### config.mk
export PLATFORM = sky130hd
export DESIGN_NAME = flow_ctl
export DESIGN_NICKNAME = d
export VERILOG_FILES = /design/src/rtl/flowctl_pkg.sv /design/src/rtl/cts_sync.sv /design/src/rtl/rts_hyst.sv /design/src/rtl/rx_trig_det.sv /design/src/rtl/flow_ctl.sv
export SDC_FILE = /design/constraint.sdc
export NUM_CORES = 1
export LEC_CHECK = 0
export BUFFER_PORTS_ARGS = -buffer_cell sky130_fd_sc_hd__buf_2
export CAP_MARGIN = 25
export CORE_MARGIN = 1
export CORE_UTILIZATION = 38
export CTS_BUF_LIST = sky130_fd_sc_hd__clkbuf_16
export CTS_CLUSTER_DIAMETER = 100
export DETAILED_ROUTE_END_ITERATION = 6
export GPL_TIMING_DRIVEN = 0
export HOLD_SLACK_MARGIN = 0.03
export PLACE_DENSITY = 0.71
export SYNTH_ARGS = -nofsm -noshare
export SYNTH_HDL_FRONTEND = slang
export SYNTH_SLANG_ARGS = --single-unit
### constraint.sdc
create_clock -name clk -period 1.3 [get_ports clk]
set_input_delay 0.065 -clock clk [delete_from_list [all_inputs] [get_ports clk]]
set_output_delay 0.065 -clock clk [all_outputs]
set_load 0.005 [all_outputs]
### src/rtl/flowctl_pkg.sv
// Package flowctl_pkg
// Shared types for the flow controller. Assumes nothing beyond IEEE 1800-2017.
package flowctl_pkg;
    // Receive-side halt state of the RTS hysteresis engine
    typedef enum logic {
        FLOW_OPEN = 1'b0,
        FLOW_HALT = 1'b1
    } halt_e;

    // Depth of the CTS synchronizer chain
    localparam int unsigned SYNC_DEPTH = 2;
endpackage

### src/rtl/cts_sync.sv
// Module cts_sync
// Multi-flop synchronizer for the active-low CTS pin.
// Assumes the pin is asynchronous to clk. Every stage resets to 1 (deasserted).
module cts_sync #(
    parameter int unsigned STAGES = 2
) (
    input  logic clk,
    input  logic rst_n,
    input  logic pin_n,
    output logic sync_n
);
    logic [STAGES-1:0] chain_q;

    // Shift the pin level through the chain of flops
    generate
        if (STAGES == 1) begin : g_single
            always_ff @(posedge clk) begin
                if (!rst_n) chain_q <= 1'b1;
                else        chain_q <= pin_n;
            end
        end else begin : g_multi
            always_ff @(posedge clk) begin
                if (!rst_n) chain_q <= '1;
                else        chain_q <= {chain_q[STAGES-2:0], pin_n};
            end
        end
    endgenerate

    assign sync_n = chain_q[STAGES-1];
endmodule

### src/rtl/rts_hyst.sv
// Module rts_hyst
// RTS hysteresis engine. It latches a halt state at or above the high mark
// and clears it below the low mark. The halt state is forced clear whenever
// automatic mode is inactive. Assumes lo_lvl <= hi_lvl.
module rts_hyst
    import flowctl_pkg::*;
#(
    parameter int unsigned CNT_W = 6
) (
    input  logic             clk,
    input  logic             rst_n,
    input  logic [CNT_W-1:0] count,
    input  logic [CNT_W-1:0] hi_lvl,
    input  logic [CNT_W-1:0] lo_lvl,
    input  logic             auto_en,
    input  logic             host_req,
    output logic             rts_n
);
    halt_e halt_q;
    halt_e halt_d;
    logic  active;
    logic  rts_n_q;

    assign active = auto_en && host_req;

    // Next halt state: set at the high mark, clear below the low mark, else hold
    always_comb begin
        if (!active)              halt_d = FLOW_OPEN;
        else if (count >= hi_lvl) halt_d = FLOW_HALT;
        else if (count <  lo_lvl) halt_d = FLOW_OPEN;
        else                      halt_d = halt_q;
    end

    // Register the halt state and the pin level together
    always_ff @(posedge clk) begin
        if (!rst_n) begin
            halt_q  <= FLOW_OPEN;
            rts_n_q <= 1'b1;
        end else begin
            halt_q  <= halt_d;
            rts_n_q <= !host_req || (halt_d == FLOW_HALT);
        end
    end

    assign rts_n = rts_n_q;
endmodule

### src/rtl/rx_trig_det.sv
// Module rx_trig_det
// Registered receive-trigger interrupt. It is high while automatic RTS is
// enabled and the fill count is at or above the trigger level.
module rx_trig_det #(
    parameter int unsigned CNT_W = 6
) (
    input  logic             clk,
    input  logic             rst_n,
    input  logic [CNT_W-1:0] count,
    input  logic [CNT_W-1:0] trig_lvl,
    input  logic             enable,
    output logic             irq
);
    logic irq_q;

    // Compare the fill count against the trigger and register the result
    always_ff @(posedge clk) begin
        if (!rst_n) irq_q <= 1'b0;
        else        irq_q <= enable && (count >= trig_lvl);
    end

    assign irq = irq_q;
endmodule

### src/rtl/flow_ctl.sv
// Module flow_ctl
// Top level of the automatic RTS/CTS flow controller. The receive side drives
// RTS with hysteresis; the transmit side gates new characters on the
// synchronized CTS. Assumes the serializer samples tx_permit only at
// character start, so a character in flight always completes.
module flow_ctl
    import flowctl_pkg::*;
#(
    parameter int unsigned CNT_W = 6
) (
    input  logic             clk,
    input  logic             rst_n,
    input  logic [CNT_W-1:0] rx_count,
    input  logic [CNT_W-1:0] trig_lvl,
    input  logic [CNT_W-1:0] hi_lvl,
    input  logic [CNT_W-1:0] lo_lvl,
    input  logic             auto_rts_en,
    input  logic             auto_cts_en,
    input  logic             host_rts_req,
    input  logic             cts_n_pin,
    output logic             rts_n,
    output logic             rx_trig_irq,
    output logic             tx_permit
);
    logic cts_n_s;

    cts_sync #(.STAGES(SYNC_DEPTH)) u_sync (
        .clk    (clk),
        .rst_n  (rst_n),
        .pin_n  (cts_n_pin),
        .sync_n (cts_n_s)
    );

    rts_hyst #(.CNT_W(CNT_W)) u_hyst (
        .clk      (clk),
        .rst_n    (rst_n),
        .count    (rx_count),
        .hi_lvl   (hi_lvl),
        .lo_lvl   (lo_lvl),
        .auto_en  (auto_rts_en),
        .host_req (host_rts_req),
        .rts_n    (rts_n)
    );

    rx_trig_det #(.CNT_W(CNT_W)) u_trig (
        .clk      (clk),
        .rst_n    (rst_n),
        .count    (rx_count),
        .trig_lvl (trig_lvl),
        .enable   (auto_rts_en),
        .irq      (rx_trig_irq)
    );

    // Permit a new character unless automatic CTS sees the far end deasserted
    assign tx_permit = !auto_cts_en || !cts_n_s;
endmodule

==> impl_metrics.csv, run 1 <==
group,metric,value,unit
logic_synthesis,synthesis.area_per_instance,8.63,um2
global_routing,grt_pass1_wl,1480,um
die,std_cell_rows,13,
worst_setup_path,critical_path_class,"in -> reg",
layout,finalInstanceArea,837,um2
route,remaining_drc_errors,0,
sta,finClkSkew,0.00164,ns
sta,max_slew_margin,82.5,%
logic_synthesis,synth_common_cells,"sky130_fd_sc_hd__inv_1, sky130_fd_sc_hd__ha_1, sky130_fd_sc_hd__dfxtp_1",
worst_setup_path,number_of_buffers_and_inverters_on_the_critical_path,1,
die,start_util,42.2,%
global_routing,grtUsageTotal,13.5,%
logic_synthesis,post_synth_inst_count,66,
logic_synthesis,syn-cell-area,569,um2
clocking,cts_tree,"done",
route,drt.antenna.violating_nets,0,
logic_synthesis,synth-simple-area-share,12.3,%
pwr,total_power,0.840,mW
pwr,power_per_cell_area,1000,nW/um2
global_routing,grt-ovfl-total,0,
route,drtIter0Drc,2,
logic_synthesis,post_synth_main_area_contributors,"sky130_fd_sc_hd__ha_1, sky130_fd_sc_hd__dfxtp_1, sky130_fd_sc_hd__inv_1, sky130_fd_sc_hd__nand2b_1, sky130_fd_sc_hd__a21oi_1",
logic_synthesis,synth.ff_latch_count,5,
layout,drive_gt1_share,38.8,%
sta,number_of_pins_with_negative_max_slew_slack_in_the_final_report,0,
status,run_status,"finished clean",
worst_hold_path,hold_path_class,"in -> reg",
logic_synthesis,synth_top_family_by_area,"adder cells",
layout,antenna_cells_inserted,0,
route,detailedRoute.firstPassIterationCount,4,
logic_synthesis,synth_net_count,113,
sta,unrepaired_setup_endpoints_after_global_routing,"no",
global_routing,first_global_vias,409,
logic_synthesis,synth.distinct_cells,19,
layout,multi_input_area,402,um2
place,placed_cell_area,748,um2
clocking,insertion_delay,0.23,ns
clocking,ctsLongestPathBuffers,2,
logic_synthesis,post-synth-top-count-cell,"sky130_fd_sc_hd__inv_1",
clocking,cts_inserted_buffers,3,
logic_synthesis,synth_compound_gate_area_share,20.9,%
logic_synthesis,ys_seq_area_share,17.6,%
worst_setup_path,cell_chain_of_the_critical_path,"buf_2 > ha_1 > a21o_1 > a31oi_1 > o21ai_0 > a221oi_2 > o211ai_1",
route,wire_per_inst,9.45,um
place,weighted_congestion_reported_at_the_end_of_routability_driven_placement,0.702,
sta,worst-slew-pin-transition,0.259,ns
sta,min_period_over_period,92.7,%
logic_synthesis,post_synth_edffs,0,
logic_synthesis,synthAdderAreaFrac,37.4,%
route,vias_after_detailed_routing,541,
sta,setup_violations,0,
global_routing,antenna_found_initial,0,
place,hpwl,980,um
worst_setup_path,crit_path_max_fanout,3,
layout,num-fill-cells,134,
logic_synthesis,synthFlopType,"sky130_fd_sc_hd__dfxtp_1",
place,io_buffer_count,32,
worst_setup_path,cp_data_required_time,1.41,ns
die,design.die.area,1660,um2
clocking,cts.sinks,5,
logic_synthesis,synth.area.mux_share,0,%
route,routed_via_density,4.58,
layout,nNetsFinal,151,
layout,sequential_cell_area,100,um2
clocking,cts.clk_slew.worst_paths,0.03,ns
die,io_pins,33,
worst_setup_path,crit_path_end_kind,"register",
pwr,power.ir.vdd_worst,831,uV
sta,timing.fmax,0.829,GHz
die,core_region_area,1350,um2
layout,area.growth.synth_to_final,47.0,%
pwr,cellLeakagePower,0.505,nW
clocking,deepest_level_of_the_cts_h_tree,1,
worst_setup_path,critical-path-top-delay-family,"compound AO/OA/AOI/OAI gates",
die,die_y,40.7,um
logic_synthesis,cell_taking_the_most_area_after_synthesis,"sky130_fd_sc_hd__ha_1",
route,drt-total-wl,1120,um
global_routing,grt_max_degree,5,
worst_setup_path,crit_path_max_incr_delay,0.30,ns
clocking,clockRootBuffer,"sky130_fd_sc_hd__clkbuf_16",
sta,final_hold_viol_count,0,
logic_synthesis,synth_area_in_xor_xnor,0,%
sta,min_period,1.21,ns
die,die_width,40.7,um
place,place_ws,-0.162,ns
worst_setup_path,arrival,1.31,ns
logic_synthesis,synth_largest_type_area_fraction,37.4,%
logic_synthesis,yosysWarnings,0,
worst_setup_path,timing.critical_path.from_type,"input port",
sta,post-route-worst-setup-slack,0.0943,ns
run,maxCapViolCount,0,
worst_setup_path,slowest_stage,"sky130_fd_sc_hd__ha_1",
logic_synthesis,proportion_of_register_bits_with_asynchronous_set_or_reset_after_synthesis,0,%
==> final cells by class <==
cell class | count | share of cell area [%]
clock buffers | 3 | 8.97
clock inverters | 1 | 0.448
inverters | 18 | 8.07
multi-input cells | 43 | 48.0
flip-flops and latches | 5 | 12.0
well taps | 15 | 2.24
repair buffers | 33 | 20.3
==> sequential cells by signal (all words and copies together), names as in the netlist <==
register	flops
u_hyst.halt_q	1
u_hyst.rts_n	1
u_sync.chain_q	2
u_trig.irq	1
==> where the power goes <==
part / switching, mW / internal [mW]
Combinational: 0.0832 / 0.0983
Sequential: 0.00168 / 0.162
Clock: 0.0972 / 0.398
==> path summary, 6_finish.rpt <==
check | start | to | slack [ns] | cells after the start
worst max-delay path | rx_count[2] | u_hyst.rts_n$_SDFF_PN1_ | 0.09 | 7
worst min-delay path | host_rts_req | u_hyst.rts_n$_SDFF_PN1_ | 0.05 | 2
worst max register to register | u_hyst.halt_q$_SDFF_PN0_ | u_hyst.rts_n$_SDFF_PN1_ | 0.51 | 2
worst min register to register | u_sync.chain_q[0]$_SDFF_PN1_ | u_sync.chain_q[1]$_SDFF_PN1_ | 0.40 | 1
==> per-layer routing <==
layer	part of all wire, %	track usage (%)
met4	0	1.67
met3	5.9	6.52
met2	48	23.4
met1	46	15.2
met5	0	0
==> cells in the final DEF, fill, tap and decap left out, types with 2 or more instances in the layout <==
cell / instances
sky130_fd_sc_hd__ha_1: 17
sky130_fd_sc_hd__dfxtp_1: 5
sky130_fd_sc_hd__a21oi_1: 4
sky130_fd_sc_hd__o21ai_0: 2
sky130_fd_sc_hd__nand2b_1: 4
sky130_fd_sc_hd__inv_1: 19
sky130_fd_sc_hd__clkbuf_16: 3
sky130_fd_sc_hd__nand2_1: 3
sky130_fd_sc_hd__a21o_1: 2
sky130_fd_sc_hd__buf_2: 32
==> kinds of logic (layout without fill, tap and decap cells) <==
kind of cell | Yosys count | after routing
flip-flops | 5 | 5
AO/OA/AOI/OAI | 15 | 15
AND/OR/NAND/NOR | 11 | 11
adder cells (fa/ha/maj) | 17 | 17
buffers and inverters | 18 | 55
==> timing repair <==
| item | in CTS | in global routing |
|---|---|---|
| hold buffers | 1 | 0 |
| buffers inserted | 0 | 0 |
| endpoints found under the hold margin | 1 | 0 |
| gates resized for setup | 0 | 0 |
==> stage by stage <==
step	setup TNS [ns]	hold WS, ns	utilization [%]	std cells
after floorplan	0	0.138	-	66
after global placement	-0.302	0.245	55.4	113
after detailed placement	-0.302	0.252	55.4	113
after CTS	0	0.0426	62.0	118
after global routing	0	0.0461	62.0	118
final	0	0.0516	62.0	118
Power figures use the tool's default switching activity.
==> run 2: changes to the inputs <==
--- a/config.mk
+++ b/config.mk
@@ -6,13 +6,13 @@
 export NUM_CORES = 1
 export LEC_CHECK = 0
 export BUFFER_PORTS_ARGS = -buffer_cell sky130_fd_sc_hd__buf_2
-export CAP_MARGIN = 25
+export CAP_MARGIN = 20
 export CORE_MARGIN = 1
 export CORE_UTILIZATION = 38
 export CTS_BUF_LIST = sky130_fd_sc_hd__clkbuf_16
 export CTS_CLUSTER_DIAMETER = 100
 export DETAILED_ROUTE_END_ITERATION = 6
-export GPL_TIMING_DRIVEN = 0
+export GPL_TIMING_DRIVEN = 1
 export HOLD_SLACK_MARGIN = 0.03
 export PLACE_DENSITY = 0.71
 export SYNTH_ARGS = -nofsm -noshare
==> run 2 against run 1 <==
Net effect: final area grew 3.6%; non-clock buffer count grew 4; routed wire length grew 19%; clock power shrank 0.8%; die area is the same; core utilization grew 2.2 points; register-to-register slack lost 0.02 ns; clock-buffer cell count is the same; flip-flop and latch count is the same; largest cell class unchanged; largest power group unchanged.
==> impl_metrics.csv, run 2 (same netlist as run 1, synthesis figures left out) <==
group,metric,value,unit
route,detailedRoute.firstPassIterationCount,4,
worst_setup_path,rr_endpoint,"u_hyst.rts_n$_SDFF_PN1_",
global_routing,grtUsageTotal,19.1,%
layout,drive_gt1_share,41.1,%
clocking,cts_inserted_buffers,3,
route,vias_after_detailed_routing,581,
layout,largest_reg_flops,2,
layout,largest-register,"u_sync.chain_q",
clocking,cts.sinks,5,
pwr,power_per_cell_area,986,nW/um2
route,drt.antenna.violating_nets,0,
sta,final.setup.tns,0,ns
clocking,insertion_delay,0.22,ns
layout,finish.cell_count_without_fillers,122,
sta,final_hold_viol_count,0,
die,io_pins,33,
worst_setup_path,cell_chain_of_the_critical_path,"buf_2 > ha_1 > a211oi_2 > o221ai_2 > a221oi_2 > o211ai_1",
layout,final_common_cell,"sky130_fd_sc_hd__buf_2",
sta,timing.fmax,0.836,GHz
route,drt-total-wl,1330,um
worst_setup_path,crit_path_max_incr_delay,0.32,ns
layout,nNetsFinal,155,
sta,post-route-worst-setup-slack,0.104,ns
die,std_cell_rows,13,
worst_setup_path,crit_path_end,"u_hyst.rts_n$_SDFF_PN1_",
route,remaining_drc_errors,0,
die,start_util,42.2,%
die,core_region_area,1350,um2
worst_setup_path,timing.rr.start,"u_hyst.halt_q$_SDFF_PN0_",
layout,layout.cells.most_common_list,"sky130_fd_sc_hd__buf_2, sky130_fd_sc_hd__inv_1, sky130_fd_sc_hd__ha_1, sky130_fd_sc_hd__dfxtp_1",
layout,num-fill-cells,121,
clocking,cts.clk_slew.worst_paths,0.03,ns
route,drtIter0Drc,8,
sta,max_slew_margin,84.8,%
layout,antenna_cells_inserted,0,
global_routing,grt-ovfl-total,0,
worst_setup_path,worstSetupPathDepth,6,
layout,area.growth.synth_to_final,52.3,%
route,wire_per_inst,10.9,um
worst_setup_path,worst-r2r-setup-slack,0.49,ns
status,run_status,"finished clean",
worst_setup_path,crit_path_end_kind,"register",
worst_hold_path,hold_path_class,"in -> reg",
clocking,cts_tree,"done",
global_routing,grt_max_degree,5,
worst_setup_path,slowest_stage,"sky130_fd_sc_hd__ha_1",
worst_setup_path,timing.reg2reg.worst_path_depth,2,
sta,worst-slew-pin-transition,0.229,ns
sta,min_period_over_period,92.0,%
sta,unrepaired_setup_endpoints_after_global_routing,"no",
clocking,ctsLongestPathBuffers,2,
place,hpwl,1100,um
global_routing,first_global_vias,541,
global_routing,grt_pass1_wl,2060,um
pwr,total_power,0.855,mW
pwr,cellLeakagePower,0.524,nW
worst_setup_path,critical-path-top-delay-family,"compound AO/OA/AOI/OAI gates",
clocking,clockRootBuffer,"sky130_fd_sc_hd__clkbuf_16",
worst_setup_path,critical_path_class,"in -> reg",
run,maxCapViolCount,0,
worst_setup_path,crit_path_max_fanout,2,
die,die_width,40.7,um
sta,fin_hold_ws,0.0633,ns
sta,setup_violations,0,
place,io_buffer_count,32,
worst_setup_path,crit_path_start,"rx_count[3]",
worst_setup_path,arrival,1.29,ns
global_routing,antenna_found_initial,0,
pwr,power.ir.vdd_worst,813,uV
worst_setup_path,number_of_buffers_and_inverters_on_the_critical_path,1,
die,die_y,40.7,um
sta,finClkSkew,0.000197,ns
place,place_inst,117,
worst_setup_path,cp_data_required_time,1.40,ns
place,weighted_congestion_reported_at_the_end_of_routability_driven_placement,0.782,
sta,min_period,1.20,ns
sta,number_of_pins_with_negative_max_slew_slack_in_the_final_report,0,
die,design.die.area,1660,um2
place,place_ws,-0.137,ns
route,routed_via_density,4.76,
clocking,deepest_level_of_the_cts_h_tree,1,
worst_setup_path,timing.critical_path.from_type,"input port",
run 2: cell count changes in the layout (fill, tap and decap cells not counted), sizes merged:
cell  change
buf       +4
run 2: area by class of cell:
cell class	instances	area, um2	area share (%)
multi-input combinational	43	402	46.3
timing repair buffer	37	200	23.1
sequential	5	100	11.5
clock buffer	3	75.1	8.66
inverter	18	67.6	7.79
tap	15	18.8	2.16
clock inverter	1	3.75	0.433
run 2: layer usage:
| layer | GRT usage, % | up-vias | share of wire, % |
|---|---|---|---|
| li1 | - | 307 | - |
| met1 | 21.3 | 257 | 46 |
| met2 | 36.5 | 17 | 50 |
| met3 | 6.52 | 0 | 4.0 |
| met4 | 0 | 0 | 0 |
| met5 | 0 | - | 0 |
run 2: through the flow:
| stage | instance area, um2 | util [%] |
|---|---|---|
| 2_1_floorplan | 569 | - |
| 3_3_place_gp | 778 | 57.6 |
| 3_5_place_dp | 778 | 57.6 |
| 4_1_cts | 867 | 64.2 |
| 5_1_grt | 867 | 64.2 |
| 6_report | 867 | 64.2 |
run 2: report_power, final:
part	internal [mW]	switching [mW]
clock network	0.398	0.0934
logic	0.108	0.0917
registers	0.162	0.00213
total	0.668	0.187
run 2: repair_timing:
action                                  CTS  global route
hold buffers                              1             0
gates resized for setup                   0             2
setup buffers                             0             0
endpoints found under the setup margin    0             1
hold endpoints to repair                  1             0
run 2: worst min path at each step:
| stage | from | endpoint | slack [ns] | cells after the start |
|---|---|---|---|---|
| after global placement | cts_n_pin | u_sync.chain_q[0]$_SDFF_PN1_ | 0.24 | 2 |
| after detailed placement | cts_n_pin | u_sync.chain_q[0]$_SDFF_PN1_ | 0.26 | 2 |
| after CTS | rst_n | u_sync.chain_q[0]$_SDFF_PN1_ | 0.06 | 2 |
| after floorplan | rst_n | u_sync.chain_q[0]$_SDFF_PN1_ | 0.14 | 1 |
| final | host_rts_req | u_hyst.rts_n$_SDFF_PN1_ | 0.06 | 2 |
| after global routing | host_rts_req | u_hyst.rts_n$_SDFF_PN1_ | 0.07 | 2 |
==> run 3: changes to the inputs <==
--- a/config.mk
+++ b/config.mk
@@ -17,4 +17,5 @@
 export PLACE_DENSITY = 0.71
 export SYNTH_ARGS = -nofsm -noshare
 export SYNTH_HDL_FRONTEND = slang
+export SYNTH_HIERARCHICAL = 1
 export SYNTH_SLANG_ARGS = --single-unit
==> run 3 against run 2 <==
Net effect: sequential power about the same; clock power up 1%; combinational power down 3%; largest cell class unchanged.
==> impl_metrics.csv, run 3 <==
group,metric,value,unit
logic_synthesis,yosysWarnings,6,
die,die_width,41.0,um
sta,finClkSkew,0.00282,ns
global_routing,grt_max_degree,6,
place,io_buffer_count,32,
clocking,insertion_delay,0.23,ns
route,drt-total-wl,1180,um
worst_setup_path,timing.rr.start,"u_hyst/halt_q$_SDFF_PN0_",
sta,min_period,1.12,ns
die,design.die.area,1680,um2
worst_setup_path,cp_data_required_time,1.41,ns
route,drtIter0Drc,8,
layout,layout.cells.most_common_list,"sky130_fd_sc_hd__buf_2, sky130_fd_sc_hd__inv_1, sky130_fd_sc_hd__ha_1, sky130_fd_sc_hd__dfxtp_1, sky130_fd_sc_hd__buf_4",
sta,unrepaired_setup_endpoints_after_global_routing,"no",
die,io_pins,33,
run,maxCapViolCount,0,
worst_setup_path,timing.reg2reg.worst_path_depth,2,
place,place_ws,-0.0875,ns
logic_synthesis,synth.ff_latch_count,5,
route,remaining_drc_errors,0,
sta,final_hold_viol_count,0,
layout,finish.cell_count_without_fillers,123,
global_routing,grt-ovfl-total,0,
sta,max_slew_margin,82.8,%
layout,finish.utilization,64.8,%
sta,post-route-worst-setup-slack,0.176,ns
logic_synthesis,post-synth-top-count-cell,"sky130_fd_sc_hd__inv_1",
logic_synthesis,synth_common_cells,"sky130_fd_sc_hd__inv_1, sky130_fd_sc_hd__ha_1, sky130_fd_sc_hd__dfxtp_1",
pwr,power.ir.vdd_worst,896,uV
pwr,power_per_cell_area,978,nW/um2
clocking,cts_setup_buffers,0,
place,weighted_congestion_reported_at_the_end_of_routability_driven_placement,0.668,
worst_hold_path,hold-path-endpoint,"u_hyst/rts_n$_SDFF_PN1_",
global_routing,grt_pass1_wl,1890,um
place,place_inst,118,
layout,final_common_cell,"sky130_fd_sc_hd__buf_2",
place,hpwl,1050,um
worst_setup_path,crit_path_end_kind,"register",
layout,nNetsFinal,156,
logic_synthesis,cell_taking_the_most_area_after_synthesis,"sky130_fd_sc_hd__ha_1",
worst_setup_path,rr_endpoint,"u_hyst/rts_n$_SDFF_PN1_",
clocking,ctsLongestPathBuffers,2,
status,run_status,"finished clean",
logic_synthesis,post_synth_inst_count,67,
logic_synthesis,post_synth_main_area_contributors,"sky130_fd_sc_hd__ha_1, sky130_fd_sc_hd__dfxtp_1, sky130_fd_sc_hd__inv_1, sky130_fd_sc_hd__nand2b_1, sky130_fd_sc_hd__a221oi_2",
route,top_signal_layer_used,"met4",
logic_synthesis,synth.distinct_cells,23,
global_routing,grtUsageTotal,17.4,%
route,vias_after_detailed_routing,599,
layout,antenna_cells_inserted,0,
route,drt.antenna.violating_nets,0,
sta,number_of_pins_with_negative_max_slew_slack_in_the_final_report,0,
sta,setup_violations,0,
die,std_cell_rows,13,
pwr,total_power,0.855,mW
logic_synthesis,post_synth_edffs,0,
worst_setup_path,worst-r2r-setup-slack,0.51,ns
layout,largest-register,"u_sync/chain_q",
worst_hold_path,holdPathStages,2,
global_routing,first_global_vias,523,
clocking,deepest_level_of_the_cts_h_tree,1,
clocking,clockRootBuffer,"sky130_fd_sc_hd__clkbuf_16",
die,core_region_area,1350,um2
pwr,cellLeakagePower,0.522,nW
sta,worst-slew-pin-transition,0.257,ns
logic_synthesis,ys_seq_area_share,17.4,%
route,detailedRoute.firstPassIterationCount,4,
route,wl_met3,55,um
layout,drive_gt1_share,40.7,%
logic_synthesis,synthesis.area_per_instance,8.61,um2
die,start_util,42.7,%
layout,largest_reg_flops,2,
worst_hold_path,min_from,"host_rts_req",
logic_synthesis,synthFlopType,"sky130_fd_sc_hd__dfxtp_1",
clocking,cts.sinks,5,
sta,min_period_over_period,86.5,%
logic_synthesis,syn-cell-area,577,um2
sta,timing.fmax,0.890,GHz
logic_synthesis,synth_largest_type_area_fraction,36.9,%
route,routed-wl-met2,604,um
worst_hold_path,hold_path_class,"in -> reg",
worst_setup_path,crit_path_max_fanout,2,
clocking,cts.clk_slew.worst_paths,0.03,ns
worst_setup_path,arrival,1.23,ns
layout,area.growth.synth_to_final,51.6,%
worst_setup_path,critical_path_class,"in -> reg",
logic_synthesis,proportion_of_register_bits_with_asynchronous_set_or_reset_after_synthesis,0,%
clocking,cts_inserted_buffers,3,
global_routing,antenna_found_initial,0,
layout,num-fill-cells,123,
die,die_y,41.0,um
clocking,cts_tree,"done",
route,routed_via_density,4.87,
worst_setup_path,timing.critical_path.from_type,"input port",
logic_synthesis,synth_net_count,114,
route,wl_met1,508,um
route,wire_per_inst,9.63,um
-- run 3: worst max-delay path by stage --
stage              start                 endpoint  slack [ns]
5_1_grt        lo_lvl[3]  u_hyst/rts_n$_SDFF_PN1_        0.06
2_1_floorplan  lo_lvl[3]  u_hyst/rts_n$_SDFF_PN1_        0.08
3_3_place_gp   lo_lvl[3]  u_hyst/rts_n$_SDFF_PN1_       -0.05
6_report       lo_lvl[3]  u_hyst/rts_n$_SDFF_PN1_        0.18
4_1_cts        lo_lvl[3]  u_hyst/rts_n$_SDFF_PN1_        0.15
3_5_place_dp   lo_lvl[3]  u_hyst/rts_n$_SDFF_PN1_       -0.09
-- run 3: logic make-up after synthesis --
family | synth area share, %
compound gates | 21.7
fa+ha+maj | 36.9
buf+inv | 12.4
flops | 17.4
simple gates | 11.7
-- run 3: final cells by class --
type | count | area (um2) | share of cell area (%)
Multi-Input combinational cell | 43 | 405 | 46.4
Timing Repair Buffer | 37 | 200 | 22.9
Sequential cell | 5 | 100 | 11.4
Clock buffer | 3 | 75.1 | 8.58
Inverter | 19 | 71.3 | 8.15
Tap cell | 15 | 18.8 | 2.15
Clock inverter | 1 | 3.75 | 0.429
-- run 3: timing repair --
item	in CTS	in global routing
resized for setup	0	0
endpoints found under the hold margin	1	0
hold buffers	1	0
-- run 3: per-stage QoR --
| stage | hold slack (ns) | setup TNS [ns] | instance area (um2) |
|---|---|---|---|
| global placement | 0.244 | -0.0668 | 786 |
| detailed placement | 0.253 | -0.139 | 786 |
| CTS | 0.0471 | 0 | 875 |
| floorplan | 0.138 | 0 | 577 |
| finish | 0.0472 | 0 | 875 |
| global route | 0.0589 | 0 | 875 |
-- run 3: routing by layer --
metal	vias up	global-route usage [%]
met5	-	0
met2	23	33.2
li1	313	-
met1	261	17.9
met3	2	6.52
met4	0	2.50
-- run 3: power breakdown --
group | switching (mW) | total [mW] | internal [mW]
Combinational | 0.0876 | 0.195 | 0.108
Sequential | 0.00174 | 0.164 | 0.162
Clock | 0.0981 | 0.496 | 0.398
Total | 0.187 | 0.855 | 0.668
-- run 3: worst max-delay path: stages --
cell                       delay, ns
sky130_fd_sc_hd__buf_2          0.07
sky130_fd_sc_hd__inv_1          0.03
sky130_fd_sc_hd__ha_1           0.31
sky130_fd_sc_hd__a211oi_2       0.20
sky130_fd_sc_hd__o221ai_2       0.14
sky130_fd_sc_hd__a221oi_2       0.30
sky130_fd_sc_hd__o211ai_1       0.10
